$ cat src/rtl/rie_pkg.sv
package rie_pkg;

  // Outcome of an encoding attempt
  typedef enum logic [1:0] {
    FORM_DIRECT = 2'd0,
    FORM_INVERT = 2'd1,
    FORM_POOL   = 2'd2
  } form_e;

  // Default geometry of the immediate form
  localparam int unsigned DEF_WORD_W = 32;
  localparam int unsigned DEF_IMM_W  = 8;

endpackage

$ cat src/rtl/rie_rot_scan.sv
// Looks at every even rotation of one word and reports the smallest rotation
// code whose rotated window holds the word in the low IMM_W bits.
module rie_rot_scan #(
  parameter int unsigned WORD_W = 32,
  parameter int unsigned IMM_W  = 8,
  parameter int unsigned ROT_W  = $clog2(WORD_W / 2)
) (
  input  logic [WORD_W-1:0] word,
  output logic              hit,
  output logic [IMM_W-1:0]  imm,
  output logic [ROT_W-1:0]  rot
);

  localparam int unsigned NROT = WORD_W / 2;

  logic [2*WORD_W-1:0] dbl;
  logic [NROT-1:0]     fit;
  logic [IMM_W-1:0]    cand [NROT];

  assign dbl = {word, word};

  // Code r means value = imm ror 2r, so imm = word rol 2r
  for (genvar r = 0; r < NROT; r++) begin : g_rot
    localparam int unsigned SH = 2 * r;
    logic [WORD_W-1:0] rolled;
    assign rolled  = dbl[WORD_W-SH +: WORD_W];
    assign fit[r]  = ~|rolled[WORD_W-1:IMM_W];
    assign cand[r] = rolled[IMM_W-1:0];
  end

  // The lowest code wins: the scan runs downward, so the last hit assigned is the smallest
  always_comb begin
    hit = |fit;
    imm = '0;
    rot = '0;
    for (int r = NROT - 1; r >= 0; r--) begin
      if (fit[r]) begin
        imm = cand[r];
        rot = ROT_W'(r);
      end
    end
  end

endmodule

$ cat src/rtl/rie_pick.sv
// Merges the direct and complemented scans; the direct form has priority.
module rie_pick
  import rie_pkg::*;
#(
  parameter int unsigned IMM_W = 8,
  parameter int unsigned ROT_W = 4
) (
  input  logic             dir_hit,
  input  logic [IMM_W-1:0] dir_imm,
  input  logic [ROT_W-1:0] dir_rot,
  input  logic             inv_hit,
  input  logic [IMM_W-1:0] inv_imm,
  input  logic [ROT_W-1:0] inv_rot,
  output form_e            form,
  output logic [IMM_W-1:0] imm,
  output logic [ROT_W-1:0] rot
);

  always_comb begin
    if (dir_hit) begin
      form = FORM_DIRECT;
      imm  = dir_imm;
      rot  = dir_rot;
    end else if (inv_hit) begin
      form = FORM_INVERT;
      imm  = inv_imm;
      rot  = inv_rot;
    end else begin
      form = FORM_POOL;
      imm  = '0;
      rot  = '0;
    end
  end

endmodule

$ cat src/rtl/rot_imm_enc.sv
module rot_imm_enc
  import rie_pkg::*;
#(
  parameter int unsigned WORD_W = DEF_WORD_W,
  parameter int unsigned IMM_W  = DEF_IMM_W,
  localparam int unsigned ROT_W = $clog2(WORD_W / 2)
) (
  input  logic              clk,
  input  logic              rst_n,
  input  logic              in_valid,
  output logic              in_ready,
  input  logic [WORD_W-1:0] in_const,
  output logic              res_valid,
  output logic              res_inv,
  output logic              res_pool,
  output logic [IMM_W-1:0]  res_imm,
  output logic [ROT_W-1:0]  res_rot
);

  // Reset: asserted asynchronously, released through two flops
  logic [1:0] rst_sync_q;
  logic       rst_int_n;

  always_ff @(posedge clk or negedge rst_n) begin
    if (!rst_n) rst_sync_q <= 2'b00;
    else        rst_sync_q <= {rst_sync_q[0], 1'b1};
  end

  assign rst_int_n = rst_sync_q[1];
  assign in_ready  = rst_int_n;

  logic accept;
  assign accept = in_valid & in_ready;

  // Scans of the constant and of its complement
  logic             d_hit, i_hit;
  logic [IMM_W-1:0] d_imm, i_imm;
  logic [ROT_W-1:0] d_rot, i_rot;

  rie_rot_scan #(.WORD_W(WORD_W), .IMM_W(IMM_W), .ROT_W(ROT_W)) u_scan_dir (
    .word (in_const),
    .hit  (d_hit),
    .imm  (d_imm),
    .rot  (d_rot)
  );

  rie_rot_scan #(.WORD_W(WORD_W), .IMM_W(IMM_W), .ROT_W(ROT_W)) u_scan_inv (
    .word (~in_const),
    .hit  (i_hit),
    .imm  (i_imm),
    .rot  (i_rot)
  );

  form_e            sel_form;
  logic [IMM_W-1:0] sel_imm;
  logic [ROT_W-1:0] sel_rot;

  rie_pick #(.IMM_W(IMM_W), .ROT_W(ROT_W)) u_pick (
    .dir_hit (d_hit),
    .dir_imm (d_imm),
    .dir_rot (d_rot),
    .inv_hit (i_hit),
    .inv_imm (i_imm),
    .inv_rot (i_rot),
    .form    (sel_form),
    .imm     (sel_imm),
    .rot     (sel_rot)
  );

  // Next state
  logic             vld_d, inv_d, pool_d;
  logic [IMM_W-1:0] imm_d;
  logic [ROT_W-1:0] rot_d;
  logic             vld_q, inv_q, pool_q;
  logic [IMM_W-1:0] imm_q;
  logic [ROT_W-1:0] rot_q;

  always_comb begin
    vld_d  = accept;
    inv_d  = inv_q;
    pool_d = pool_q;
    imm_d  = imm_q;
    rot_d  = rot_q;
    if (accept) begin
      inv_d  = (sel_form == FORM_INVERT);
      pool_d = (sel_form == FORM_POOL);
      imm_d  = sel_imm;
      rot_d  = sel_rot;
    end
  end

  // Registers
  always_ff @(posedge clk or negedge rst_int_n) begin
    if (!rst_int_n) begin
      vld_q  <= 1'b0;
      inv_q  <= 1'b0;
      pool_q <= 1'b0;
      imm_q  <= '0;
      rot_q  <= '0;
    end else begin
      vld_q  <= vld_d;
      inv_q  <= inv_d;
      pool_q <= pool_d;
      imm_q  <= imm_d;
      rot_q  <= rot_d;
    end
  end

  assign res_valid = vld_q;
  assign res_inv   = inv_q;
  assign res_pool  = pool_q;
  assign res_imm   = imm_q;
  assign res_rot   = rot_q;

endmodule

$ cat config.mk
export PLATFORM = sky130hd
export DESIGN_NAME = rot_imm_enc
export DESIGN_NICKNAME = d
export VERILOG_FILES = /design/src/rtl/rie_pkg.sv /design/src/rtl/rie_rot_scan.sv /design/src/rtl/rie_pick.sv /design/src/rtl/rot_imm_enc.sv
export SDC_FILE = /design/constraint.sdc
export NUM_CORES = 1
export LEC_CHECK = 0
export BUFFER_PORTS_ARGS = -buffer_cell sky130_fd_sc_hd__buf_2
export CORE_MARGIN = 2
export CORE_UTILIZATION = 30
export CTS_CLUSTER_SIZE = 16
export DETAILED_ROUTE_END_ITERATION = 10
export PLACE_DENSITY = 0.46
export SYNTH_ARGS = -nofsm -noshare
export SYNTH_HDL_FRONTEND = slang
export SYNTH_SLANG_ARGS = --single-unit
export TNS_END_PERCENT = 10
$ cat constraint.sdc
create_clock -name clk -period 1.4 [get_ports clk]
set_input_delay 0.42 -clock clk [delete_from_list [all_inputs] [get_ports clk]]
set_output_delay 0.42 -clock clk [all_outputs]
set_load 0.05 [all_outputs]
---- Word-level counts from Yosys, hierarchy flattened ----
Index checks and enable logic that the tools add are counted.
cells by class
  eq/ne operators ......................... 2
  bitwise gates (word level) .............. 2
  reduce and logical (&&, ||, !) cells .... 66
  multiplexer cells ....................... 70
operators with widths
  cell                count
  $reduce_or 24->1    32
  $mux 8              34
  $mux 4              34
  $logic_not 1->1     32
  $not 32->32         1
  $reduce_or 16->1    2
  $mux 2              2
  $eq 2x1->1 const B  1
  $eq 2x2->1 const B  1
  $and 1x1->1         1
storage, ports and cells
  output and inout bits ................... 16
  input bits .............................. 35
  bits in registers ....................... 17
  logic and storage cells ................. 146

---- Logic depth before layout (Yosys ltp) ----
  depth after elaboration ................. 20
  depth in mapped cells ................... 11
  mapped depth without buffers ............ 8

---- Cells and area by module ----
Synthesis repeated with hierarchy kept, for this count alone.
second synthesis, totals
  cell total of the unflattened synthesis .. 683
  area total of the unflattened synthesis .. 4441.8 µm²
modules (own cells, without submodules)
  module        instances  area each (µm²)  sequential area each (µm²)  cells an instance
  rie_rot_scan  2          1762.9           0.0                         297
  rot_imm_enc   1          774.5            425.4                       69
  rie_pick      1          141.4            0.0                         20

---- Least setup slack after synthesis ----
No wires, ideal clock.
  path type ............................... input to register
  from .................................... input port in_const[3]
  to ...................................... register imm_q[2] (netlist: res_imm[2])
  data arrival time ....................... 2.667 ns
  setup time .............................. 0.064 ns
  required time ........................... 1.336 ns
  stages on the path ...................... 10
  path buffers ............................ 2
  path slack .............................. -1.332 ns
  path through ............................ buf_6 -> or4_1 -> buf_2 -> nor4_4 -> nand3_2 -> a311o_1 -> a21oi_1 -> a211oi_1 -> nor4_2 -> a211o_1
between the ends
  cells in the longest elaborated chain, start to end .. 19
  elaborated cells on any way between the ends .. 83
  those cells by class .................... 32 x mux; 1 x bitwise; 50 x reduce/logical
RTL lines
  element                 RTL line            source
  start: declaration      rot_imm_enc.sv:12   input logic [WORD_W-1:0] in_const,
  $not 32->32             rot_imm_enc.sv:48   .word (~in_const),
  $reduce_or 24->1        rie_rot_scan.sv:27  assign fit[r] = ~|rolled[WORD_W-1:IMM_W];
  $mux 8 (15 in series)   rie_rot_scan.sv:37  if (fit[r]) begin
  $mux 8                  rie_pick.sv:24      end else if (inv_hit) begin
  $mux 8 *                rie_pick.sv:20      if (dir_hit) begin
  end signal: assignment  rot_imm_enc.sv:104  imm_q <= imm_d;
  end: declaration        rot_imm_enc.sv:75   logic [IMM_W-1:0] imm_q;
Every way passes the cells marked *; elsewhere a longest branch is shown, timed or not.
A chain may end at the register's enable or synchronous reset.

---- Worst setup path after layout ----
  from .................................... input port in_const[4]
  to ...................................... register imm_q[3] (netlist: res_imm[3])
between the ends
  cells in the longest elaborated chain, start to end .. 18
  elaborated cells on any way between the ends .. 81
  those cells by class .................... 30 x mux; 1 x bitwise; 50 x reduce/logical
RTL lines
  element                RTL line
  $not 32->32            rot_imm_enc.sv:48
  $reduce_or 24->1       rie_rot_scan.sv:27
  $mux 8 (14 in series)  rie_rot_scan.sv:37
  $mux 8                 rie_pick.sv:24
  $mux 8 *               rie_pick.sv:20
Marks and branches as above.

==> summary.md <==
| Metric | Value |
|---|---|
| Avg Cell Area, Syn | 6.329 um2 |
| CTS max path bufs | 2 |
| Synth warn | 0 |
| Fmax | 364.3 MHz |
| Die extent in y | 130.5 um |
| Run status | finished with violations |
| P_leak | 3.688 nW |
| Largest net degree at the start of global routing | 17 |
| Gr usage total | 35.96% |
| Number of synthesized register bits | 17 |
| Slew HR | 63.75% |
| Setup WS post-layout | -1.345 ns |
| Crit path max fanout | 5 |
| Final setup viols | 15 |
| RSZ-0062 raised after global routing | true |
| Failing checks | negative setup slack |
| Clock transition at path regs | 0.06 ns |
| Post-Syn Instances | 759 |
| Final GP Congestion | 1.067 |
| Layout area overhead | 81.92% |
| Most frequent cells in the layout | buf_4 (365), nand2_1 (86), nor2_1 (66) |
| Grt total ovfl | 0 |
| Layout Utilization | 55.41% |
| Clock sink count | 17 |
| Synth unique cells | 74 |
| Startpoint Class | input port |
| Antenna Cells | 0 |
| Iter 0 DRT Violations | 847 |
| Num CTS Buffers | 3 |
| Vias in the first global route | 7,976 |
| Ratio of cells with drive above 1 in the final layout | 48.84% |
| Most common cell after layout, fill and taps aside | buf_4 |
| Min Tclk post-route | 2.745 ns |
| Row Count | 46 |
| R2R Path Start | rst_sync_q[1] |
| Mapped Area | 4803 um2 |
| Die width | 130.5 um |
| Worst VDD drop | 0.0003879 V |
| Mapped Nets | 794 |
| Drt via density | 6.224 |
| Critical path type | in -> reg |
| Fin. Hold Viols | 0 |
| Placeable Area | 15,770 um2 |
| H-tree depth | 1 |
| DRC viols | 0 |
| DRT Wirelength | 30,760 um |
| Total of max-cap violations | 0 |
| Post-synth EDFFs | 0 |
| First-pass GRT wire length | 46,960 um |
| Sequential area share after synthesis | 8.856% |
| Layout Nets | 1,152 |
| WP data required | 1.54 ns |
| Number of port buffers | 50 |
| Primary flip-flop cell chosen by synthesis mapping | dfrtp_1 |
| Worst skew pair latency | 0.26 ns |
| Worst setup EP type | register |
| DR WL/cell | 23.09 um |
| Antenna-violating nets left | 0 |
| Hold crit path type | reg -> async |
| Worst slew pin tran | 0.5398 ns |
| Pwr Density | 264.1 nW/um2 |
| Initial Util | 30.46% |
| Hpwl dp | 24,700 um |
| DRT Pass-1 Iters | 6 |
| Slew Limit Fails | 0 |
| Worst Skew | 0.002639 ns |
| Io pins | 51 |
| Post-synth ARST share | 100.0% |
| Crit path from | in_const[4] |
| Die area | 17,040 um2 |
| Routed vias | 8,290 |
| Root buffer selected by CTS | clkbuf_16 |
| Tot Pwr | 0.002307 W |
| CTS tree | built |
| Initial antenna violation count | 0 |
| Critical path arrival | 2.89 ns |
| Fin crit share | 196.1% |
synthesized netlist by cell type (6+ instances only):
cell | n | area share (%)
clkbuf_1 | 56 | 4.4
inv_1 | 10 | 0.78
a22oi_1 | 12 | 1.9
dfrtp_1 | 17 | 8.9
o21ai_0 | 58 | 6.0
a32oi_1 | 8 | 1.5
o21a_1 | 6 | 0.94
o22ai_1 | 9 | 1.2
o211ai_1 | 15 | 2.3
o21ai_1 | 7 | 0.73
a31oi_1 | 12 | 1.6
nor2_1 | 72 | 5.6
a21o_1 | 6 | 0.94
nor4_2 | 9 | 2.3
and3_1 | 7 | 0.91
a2bb2oi_1 | 6 | 1.1
a221oi_1 | 12 | 2.2
nand2_1 | 92 | 7.2
nand4_1 | 27 | 3.5
or4_1 | 12 | 1.9
buf_2 | 13 | 1.4
and2_1 | 9 | 1.2
o31ai_1 | 8 | 1.3
a211oi_1 | 11 | 1.7
and4_1 | 7 | 1.3
nor3_1 | 36 | 3.8
nand3_1 | 39 | 4.1
a221o_1 | 9 | 1.9
o2111ai_1 | 11 | 2.0
a21oi_1 | 38 | 4.0
nor4_1 | 30 | 3.9
sequential cells by signal (all words and copies together) (netlist names):
signal / count
res_imm: 8
res_valid: 1
res_rot: 4
rst_sync_q: 2
res_inv: 1
res_pool: 1
logic make-up after synthesis:
| logic type | after synthesis | share of synthesized area, % |
|---|---|---|
| buf+inv | 80 | 6.747 |
| simple gates | 375 | 42.12 |
| compound gates | 281 | 41.13 |
| flops | 17 | 8.857 |
| other cells | 1 | 0.07807 |
| mux | 5 | 1.068 |
final timing paths:
kind	slack (ns)	cells after the start	to
min reg2reg	0.27	1	res_imm[2]
max in group asynchronous	0.82	2	rst_sync_q[1]
max reg2reg	-0.19	6	res_imm[7]
min	0.27	1	res_imm[2]
max	-1.35	10	res_imm[3]
min in group clk	0.36	0	rst_sync_q[1]
per-stage QoR:
step / hold WS (ns) / cells / worst slack [ns] / TNS, ns / area [um2]
floorplan: 0.1244 / 759 / -1.224 / -15.96 / 4838
global placement: 0.2072 / 1307 / -2.092 / -24.69 / 7759
detailed placement: 0.2092 / 1307 / -1.997 / -24.84 / 7759
CTS: 0.2812 / 1328 / -1.245 / -16.36 / 8416
global route: 0.3001 / 1332 / -1.421 / -17.98 / 8738
finish: 0.2715 / 1332 / -1.345 / -16.95 / 8738
worst max-delay path: stages:
cell      delay (ns)
clkbuf_4        0.16
buf_4           0.14
or4_4           0.51
nor4_4          0.38
nand4_1         0.23
o311ai_2        0.33
o21ai_2         0.12
a21oi_2         0.20
o211ai_1        0.17
a31o_1          0.22
what timing repair did:
| action | 4_1_cts | 5_1_grt |
|---|---|---|
| gates cloned | 0 | 0 |
| setup buffers | 16 | 5 |
| hold endpoints to repair | 2 | 0 |
| pin swaps | 29 | 32 |
| hold buffers | 1 | 0 |
| endpoints found under the setup margin | 15 | 17 |
| gates resized for setup | 96 | 62 |
layer usage:
metal | wire length (um) | share of wire (%) | vias up | track usage (%)
met4 | 1739 | 5.7 | 0 | 15.46
met5 | 0 | 0 | - | 0
li1 | - | - | 3744 | -
met1 | 12420 | 40 | 3943 | 47.73
met2 | 14170 | 46 | 474 | 59.16
met3 | 2424 | 7.9 | 129 | 4.031
layout make-up:
cell class                      count  area (um2)
Multi-Input combinational cell    662        4677
Inverter                           10       37.54
Clock buffer                        3       75.07
Clock inverter                      1       7.507
Sequential cell                    17       425.4
Fill cell                        1588        7032
Tap cell                          216       270.3
Timing Repair Buffer              423        3246
power by group:
group,internal [W],switching [W],leakage [nW]
clock network,0.000387,0.000227,0.0371
logic,0.000458,0.000708,3.43
registers,0.000512,0.0000159,0.222
total,0.00136,0.000951,3.69
No activity file was read; power rests on OpenSTA's default activity.
